### src/rtl/rbp_pkg.sv
// Shared command, policy and bank-state encodings for the row-buffer
// command generator. Assumes a 3-bit command code seen by the scheduler.
package rbp_pkg;
    typedef enum logic [2:0] {
        CMD_NONE = 3'd0,
        CMD_ACT  = 3'd1,
        CMD_RD   = 3'd2,
        CMD_WR   = 3'd3,
        CMD_RDA  = 3'd4,
        CMD_WRA  = 3'd5,
        CMD_PRE  = 3'd6
    } cmd_e;

    typedef enum logic [1:0] {
        POL_CLOSE      = 2'd0,
        POL_OPEN       = 2'd1,
        POL_CLOSE_AGGR = 2'd2,
        POL_OPEN_AGGR  = 2'd3
    } pol_e;

    typedef enum logic [1:0] {
        BK_IDLE = 2'd0,
        BK_ACTV = 2'd1,
        BK_OPEN = 2'd2,
        BK_PRE  = 2'd3
    } bank_st_e;
endpackage

### src/rtl/rbp_col_choice.sv
// Picks the column command flavour from the policy, the lookahead hint and
// the access direction. Purely combinational; assumes inputs are latched.
module rbp_col_choice
    import rbp_pkg::*;
(
    input  pol_e pol,
    input  logic look,
    input  logic wr,
    output cmd_e kind
);
    logic keep_open;

    // Decide whether the row survives the access
    always_comb begin
        case (pol)
            POL_CLOSE: keep_open = 1'b0;
            POL_OPEN:  keep_open = 1'b1;
            default:   keep_open = look;
        endcase
    end

    // Map the decision and direction onto a command code
    always_comb begin
        if (keep_open) kind = wr ? CMD_WR  : CMD_RD;
        else           kind = wr ? CMD_WRA : CMD_RDA;
    end
endmodule

### src/rtl/rbp_bank_timer.sv
// One bank: open-row record, state and timing down-counters. Counters load
// on the grant edge and count to zero; a command is legal when its counter
// reads zero. Assumes every timing parameter is at least 1.
module rbp_bank_timer
    import rbp_pkg::*;
#(
    parameter int ROW_W = 8,
    parameter int T_RCD = 3,
    parameter int T_RAS = 6,
    parameter int T_RP  = 3,
    parameter int T_RC  = 9
) (
    input  logic             clk,
    input  logic             rst_n,
    input  logic             act_go,
    input  logic             col_go,
    input  logic             colap_go,
    input  logic             pre_go,
    input  logic [ROW_W-1:0] act_row,
    output logic             is_open,
    output logic [ROW_W-1:0] open_row,
    output logic             can_act,
    output logic             can_col,
    output logic             can_pre
);
    localparam int TMAX  = (T_RC > T_RAS) ? T_RC : T_RAS;
    localparam int TMAX2 = (TMAX > T_RCD) ? ((TMAX > T_RP) ? TMAX : T_RP)
                                          : ((T_RCD > T_RP) ? T_RCD : T_RP);
    localparam int CW    = $clog2(TMAX2 + 1);

    bank_st_e        st;
    logic [CW-1:0]   rcd_c, ras_c, rp_c, rc_c;
    logic            rp_run;

    function automatic logic [CW-1:0] dec(input logic [CW-1:0] v);
        return (v == '0) ? '0 : v - 1'b1;
    endfunction

    // Bank state, open row and counters
    always_ff @(posedge clk) begin
        if (!rst_n) begin
            st       <= BK_IDLE;
            open_row <= '0;
            rcd_c    <= '0;
            ras_c    <= '0;
            rp_c     <= '0;
            rc_c     <= '0;
            rp_run   <= 1'b0;
        end else begin
            rcd_c <= dec(rcd_c);
            ras_c <= dec(ras_c);
            rp_c  <= dec(rp_c);
            rc_c  <= dec(rc_c);
            if (act_go) begin
                st       <= BK_ACTV;
                open_row <= act_row;
                rcd_c    <= CW'(T_RCD);
                ras_c    <= CW'(T_RAS);
                rc_c     <= CW'(T_RC);
            end else if (pre_go) begin
                st     <= BK_PRE;
                rp_c   <= CW'(T_RP - 1);
                rp_run <= 1'b1;
            end else if (colap_go) begin
                st     <= BK_PRE;
                rp_run <= 1'b0;
            end else begin
                case (st)
                    BK_ACTV: if (rcd_c == '0) st <= BK_OPEN;
                    BK_PRE: begin
                        if (!rp_run && ras_c == '0) begin
                            rp_c   <= CW'(T_RP - 1);
                            rp_run <= 1'b1;
                        end else if (rp_run && rp_c == '0) begin
                            st     <= BK_IDLE;
                            rp_run <= 1'b0;
                        end
                    end
                    default: ;
                endcase
            end
        end
    end

    // Legality flags seen by the command selector
    always_comb begin
        is_open = (st == BK_ACTV) || (st == BK_OPEN);
        can_act = (st == BK_IDLE) && (rc_c == '0);
        can_col = is_open && (rcd_c == '0);
        can_pre = is_open && (ras_c == '0);
    end


    col_after_rcd_chk: assert property (@(posedge clk) disable iff (!rst_n)
        (col_go || colap_go) |-> (is_open && rcd_c == '0));

    act_blocks_col_chk: assert property (@(posedge clk) disable iff (!rst_n)
        act_go |=> !can_col);

    pre_after_ras_chk: assert property (@(posedge clk) disable iff (!rst_n)
        pre_go |-> (is_open && ras_c == '0));

    act_when_idle_chk: assert property (@(posedge clk) disable iff (!rst_n)
        act_go |-> (st == BK_IDLE && rc_c == '0));
endmodule

### src/rtl/rowbuf_cmd_gen.sv
// Row-buffer policy command generator. Accepts one transaction at a time,
// issues activate / precharge / column commands to a downstream scheduler
// under a valid/grant handshake and tracks every bank's open row. Assumes
// the scheduler alone orders commands across banks and handles refresh.
module rowbuf_cmd_gen
    import rbp_pkg::*;
#(
    parameter int RANK_W = 1,
    parameter int BANK_W = 2,
    parameter int ROW_W  = 8,
    parameter int COL_W  = 6,
    parameter int T_RCD  = 3,
    parameter int T_RAS  = 6,
    parameter int T_RP   = 3,
    parameter int T_RC   = 9
) (
    input  logic              clk,
    input  logic              rst_n,
    input  logic              req_valid,
    output logic              req_ready,
    input  logic [RANK_W-1:0] req_rank,
    input  logic [BANK_W-1:0] req_bank,
    input  logic [ROW_W-1:0]  req_row,
    input  logic [COL_W-1:0]  req_col,
    input  logic              req_write,
    input  logic              req_look,
    input  logic [1:0]        policy,
    output logic              cmd_valid,
    input  logic              cmd_grant,
    output logic [2:0]        cmd_kind,
    output logic [RANK_W-1:0] cmd_rank,
    output logic [BANK_W-1:0] cmd_bank,
    output logic [ROW_W-1:0]  cmd_row,
    output logic [COL_W-1:0]  cmd_col
);
    localparam int ID_W = RANK_W + BANK_W;
    localparam int NB   = 1 << ID_W;

    logic             busy;
    logic [ID_W-1:0]  t_id;
    logic [ROW_W-1:0] t_row;
    logic [COL_W-1:0] t_col;
    logic             t_wr, t_look;
    pol_e             t_pol;

    logic [NB-1:0]    b_open, b_can_act, b_can_col, b_can_pre;
    logic [ROW_W-1:0] b_row [NB];

    cmd_e nxt_kind, col_kind;
    logic nxt_ok, fire, is_col;

    rbp_col_choice u_choice (
        .pol  (t_pol),
        .look (t_look),
        .wr   (t_wr),
        .kind (col_kind)
    );

    // One timer per bank of every rank
    for (genvar i = 0; i < NB; i++) begin : g_bank
        logic hit_id;
        assign hit_id = fire && (t_id == ID_W'(i));
        rbp_bank_timer #(
            .ROW_W(ROW_W), .T_RCD(T_RCD), .T_RAS(T_RAS),
            .T_RP(T_RP),   .T_RC(T_RC)
        ) u_bank (
            .clk      (clk),
            .rst_n    (rst_n),
            .act_go   (hit_id && nxt_kind == CMD_ACT),
            .col_go   (hit_id && (nxt_kind == CMD_RD  || nxt_kind == CMD_WR)),
            .colap_go (hit_id && (nxt_kind == CMD_RDA || nxt_kind == CMD_WRA)),
            .pre_go   (hit_id && nxt_kind == CMD_PRE),
            .act_row  (t_row),
            .is_open  (b_open[i]),
            .open_row (b_row[i]),
            .can_act  (b_can_act[i]),
            .can_col  (b_can_col[i]),
            .can_pre  (b_can_pre[i])
        );
    end

    // Choose the next command for the held transaction and its legality
    always_comb begin
        if (b_open[t_id] && b_row[t_id] == t_row) begin
            nxt_kind = col_kind;
            nxt_ok   = b_can_col[t_id];
        end else if (b_open[t_id]) begin
            nxt_kind = CMD_PRE;
            nxt_ok   = b_can_pre[t_id];
        end else begin
            nxt_kind = CMD_ACT;
            nxt_ok   = b_can_act[t_id];
        end
    end

    // Handshake and output drive
    always_comb begin
        cmd_valid = busy && nxt_ok;
        fire      = cmd_valid && cmd_grant;
        is_col    = (nxt_kind != CMD_ACT) && (nxt_kind != CMD_PRE);
        req_ready = !busy;
        cmd_kind  = cmd_valid ? nxt_kind : CMD_NONE;
        cmd_rank  = t_id[ID_W-1:BANK_W];
        cmd_bank  = t_id[BANK_W-1:0];
        cmd_row   = t_row;
        cmd_col   = t_col;
    end

    // Transaction holding register: load on accept, release on column grant
    always_ff @(posedge clk) begin
        if (!rst_n) begin
            busy   <= 1'b0;
            t_id   <= '0;
            t_row  <= '0;
            t_col  <= '0;
            t_wr   <= 1'b0;
            t_look <= 1'b0;
            t_pol  <= POL_CLOSE;
        end else if (!busy) begin
            if (req_valid) begin
                busy   <= 1'b1;
                t_id   <= {req_rank, req_bank};
                t_row  <= req_row;
                t_col  <= req_col;
                t_wr   <= req_write;
                t_look <= req_look;
                t_pol  <= pol_e'(policy);
            end
        end else if (fire && is_col) begin
            busy <= 1'b0;
        end
    end


    hold_until_grant_chk: assert property (@(posedge clk) disable iff (!rst_n)
        (cmd_valid && !cmd_grant) |=> (cmd_valid && $stable(cmd_kind) &&
            $stable(cmd_rank) && $stable(cmd_bank) && $stable(cmd_row) &&
            $stable(cmd_col)));

    ready_drops_chk: assert property (@(posedge clk) disable iff (!rst_n)
        (req_valid && req_ready) |=> !req_ready);

    ready_only_after_col_chk: assert property (@(posedge clk) disable iff (!rst_n)
        (!req_ready && !(cmd_valid && cmd_grant && cmd_kind >= 3'd2 &&
                         cmd_kind <= 3'd5)) |=> !req_ready);

    idle_no_cmd_chk: assert property (@(posedge clk) disable iff (!rst_n)
        req_ready |-> !cmd_valid);
endmodule

### config.mk
export PLATFORM = sky130hd
export DESIGN_NAME = rowbuf_cmd_gen
export DESIGN_NICKNAME = d
export VERILOG_FILES = /design/src/rtl/rbp_pkg.sv /design/src/rtl/rbp_col_choice.sv /design/src/rtl/rbp_bank_timer.sv /design/src/rtl/rowbuf_cmd_gen.sv
export SDC_FILE = /design/constraint.sdc
export NUM_CORES = 1
export LEC_CHECK = 0
export CAP_MARGIN = 20
export CORE_MARGIN = 10
export CORE_UTILIZATION = 50
export DETAILED_ROUTE_END_ITERATION = 16
export GPL_TIMING_DRIVEN = 0
export PLACE_DENSITY_LB_ADDON = 0.08
export SLEW_MARGIN = 20
export SYNTH_ARGS = -nofsm -noshare
export SYNTH_HDL_FRONTEND = slang
export SYNTH_HIERARCHICAL = 1
export SYNTH_SLANG_ARGS = --single-unit
export TNS_END_PERCENT = 100
### constraint.sdc
create_clock -name clk -period 4.25 [get_ports clk]
set_clock_uncertainty 0.2 [all_clocks]
set_input_delay 1.275 -clock clk [delete_from_list [all_inputs] [get_ports clk]]
set_output_delay 1.275 -clock clk [all_outputs]
set_load 0.02 [all_outputs]
==> flow_metrics.tcl <==
set metrics [dict create \
    fin_nets 1441 \
    die_area_sq_um 30000 \
    power_density_nw_per_um2 423 \
    rows 56 \
    critPathArrivalTime_ns 2.96 \
    cts_tree "built" \
    gp_congestion 0.879 \
    wl_per_cell_um 17.8 \
    insertion_delay_ns 0.53 \
    fin_util_pct 60.0 \
    crit_path_max_fanout 5 \
    slew_viol_final 0 \
    max_freq_mhz 225 \
    ant_nets 0 \
    path_clk_slew_ns 0.06 \
    synth_cells 1289 \
    antenna_found_initial 0 \
    drt-initial-drc-count 719 \
    fin_ws_ns -0.190 \
    setup_violations 4 \
    dieHeight_um 173 \
    worst_path_most_repeated_cell "buf_6" \
    start_kind "flip-flop" \
    cap_viol_max_count 0 \
    io_buffers 46 \
    clock_sinks 238 \
    synth_fp_nets 1346 \
    synth_area_sq_um 11700 \
    cp.required_ns 2.77 \
    grt-ovfl-total 0 \
    viasPerCell 5.69 \
    hold_violations 0 \
    grt_usage_pct 19.5 \
    io_pins 47 \
    period_minus_slack_ns 4.44 \
    hold_path_class "flip-flop to flip-flop" \
    cts-buffers-inserted 26 \
    first_global_vias 9260 \
    fp.coreArea_sq_um 23300 \
    clockBufferDepth 3 \
    critical_path_class "flip-flop to output pin" \
    drcViolationCount 0 \
    violations "negative setup slack" \
    slew_headroom_pct 42.7 \
    grt_pass1_wl_um 48900 \
    htreeDepth 1 \
    crit_slowest_cell "mux2_2" \
    totalWireLength_um 30600 \
    firstDrtPassIters 5 \
    crit_path_max_incr_delay_ns 0.35 \
    diodes 0 \
    crit_chain "buf_6, buf_8, buf_4, mux2_2, o22ai_1, a221oi_1, xnor2_1, and4_4, and3_4, a311oi_4, buf_6" \
    synth_warnings 6 \
    final.setup.tns_ns -0.597 \
    postSynthAreaPerCell_sq_um 9.11 \
    dp_hpwl_um 20800 \
    start_util_pct 50.5 \
    vias 9762 \
    cts-root-buf "clkbuf_16" \
    rsz0062_at_grt "true" \
    status "finished with violations" \
    drive_gt1_share_pct 13.5 \
    die_w_um 173 \
    min_period_over_period_pct 104 \
    vdd_ir_drop_max_v 0.000278 \
    power.leakage_nw 5.05 \
    synthToLayoutAreaGrowth_pct 18.7 \
    grt_max_degree 28 \
    worstMarginPinSlew_ns 0.857 \
    endpoint_kind "output pin" \
]
-- routing by layer --
| layer | part of all wire (%) | routed length [um] | vias to the layer above | global-route usage, % |
|---|---|---|---|---|
| li1 | - | - | 4868 | - |
| met1 | 47 | 14400 | 4575 | 26.9 |
| met5 | 0 | 0 | - | 0 |
| met3 | 6.8 | 2090 | 63 | 4.23 |
| met2 | 43 | 13100 | 256 | 29.4 |
| met4 | 3.2 | 982 | 0 | 6.76 |
-- where the power goes --
part,internal [W],switching (W),total (W),leakage (nW)
Sequential,0.00237,0.000125,0.00250,1.93
Clock,0.00131,0.000889,0.00220,0.402
Combinational,0.000594,0.000608,0.00120,2.72
-- repair_timing --
| item | CTS | global route |
|---|---|---|
| cloned | 2 | 0 |
| buffers inserted | 19 | 2 |
| pin swaps | 7 | 12 |
| endpoints found under the hold margin | 0 | 0 |
| gates resized for setup | 81 | 22 |
| hold buffers | 0 | 0 |
| endpoints found under the setup margin | 168 | 22 |
-- final timing paths --
check	startpoint	to	slack, ns	cells past startpoint
setup / recovery	t_id[2]$_SDFFE_PN0P_	cmd_valid	-0.19	11
hold reg to reg	cmd_col[1]$_SDFFE_PN0P_	cmd_col[1]$_SDFFE_PN0P_	0.27	2
setup reg to reg	t_id[2]$_SDFFE_PN0P_	g_bank[1].u_bank/rp_c[0]$_SDFF_PN0_	0.13	15
hold / removal	cmd_col[1]$_SDFFE_PN0P_	cmd_col[1]$_SDFFE_PN0P_	0.27	2
-- stage by stage --
stage          worst slack, ns  instances  instance area, sq um  hold WS, ns  power [W]
2_1_floorplan           0.0183       1289                 11700        0.240    0.00333
3_3_place_gp            -0.865       1654                 12600        0.251    0.00363
4_1_cts                 -0.164       1716                 13800        0.268    0.00593
5_1_grt                 -0.293       1717                 13900        0.297    0.00618
3_5_place_dp            -0.886       1654                 12600        0.260    0.00366
6_report                -0.190       1717                 13900        0.266    0.00590
-- registers in the layout (all words and copies together) (netlist names), 2 cells and up --
register                flops
g_bank.u_bank/open_row     64
t_pol                       2
g_bank.u_bank/rp_c         32
t_id                        3
g_bank.u_bank/rcd_c        32
g_bank.u_bank/rp_run        8
g_bank.u_bank/st           16
cmd_col                     6
g_bank.u_bank/rc_c         32
g_bank.u_bank/ras_c        32
cmd_row                     8
-- cell usage in the layout, fill, tap and decap left out, types with 6 or more instances in the layout --
master	n
a21boi_0	29
nand2_1	76
clkbuf_1	31
o41a_1	8
buf_2	13
nor3b_1	7
or3_1	7
nor2_1	111
nand3_1	11
o21a_1	13
or2_2	16
o31ai_1	11
nor3_1	72
inv_1	51
clkdlybuf4s50_1	41
clkbuf_8	6
mux4_2	11
o311a_1	19
dfxtp_1	235
nand3b_1	36
ha_1	32
buf_4	20
mux2i_1	82
a21oi_1	92
o31a_1	9
nand2b_1	26
nor2b_1	53
nor4_1	8
o21ai_0	47
clkbuf_16	27
buf_6	13
mux2_2	12
a31oi_1	16
and2_1	21
-- critical path, delay by kind of cell (launching register included) --
kind | cells | cell delay [ns]
compound gates | 3 | 0.62
buf+inv | 4 | 0.56
simple gates | 2 | 0.42
mux | 1 | 0.35
flops | 1 | 0.33
xor+xnor | 1 | 0.16
-- final cells by class --
cell class	count	area [sq um]
plain buffers	49	298
clock buffers	40	785
clock inverters	2	35.0
well taps	319	399
fillers	2076	9320
repair buffers	69	714
multi-input cells	943	6730
inverters	57	215
flip-flops and latches	238	4770
Note: power is estimated with default switching activity, not from simulation.
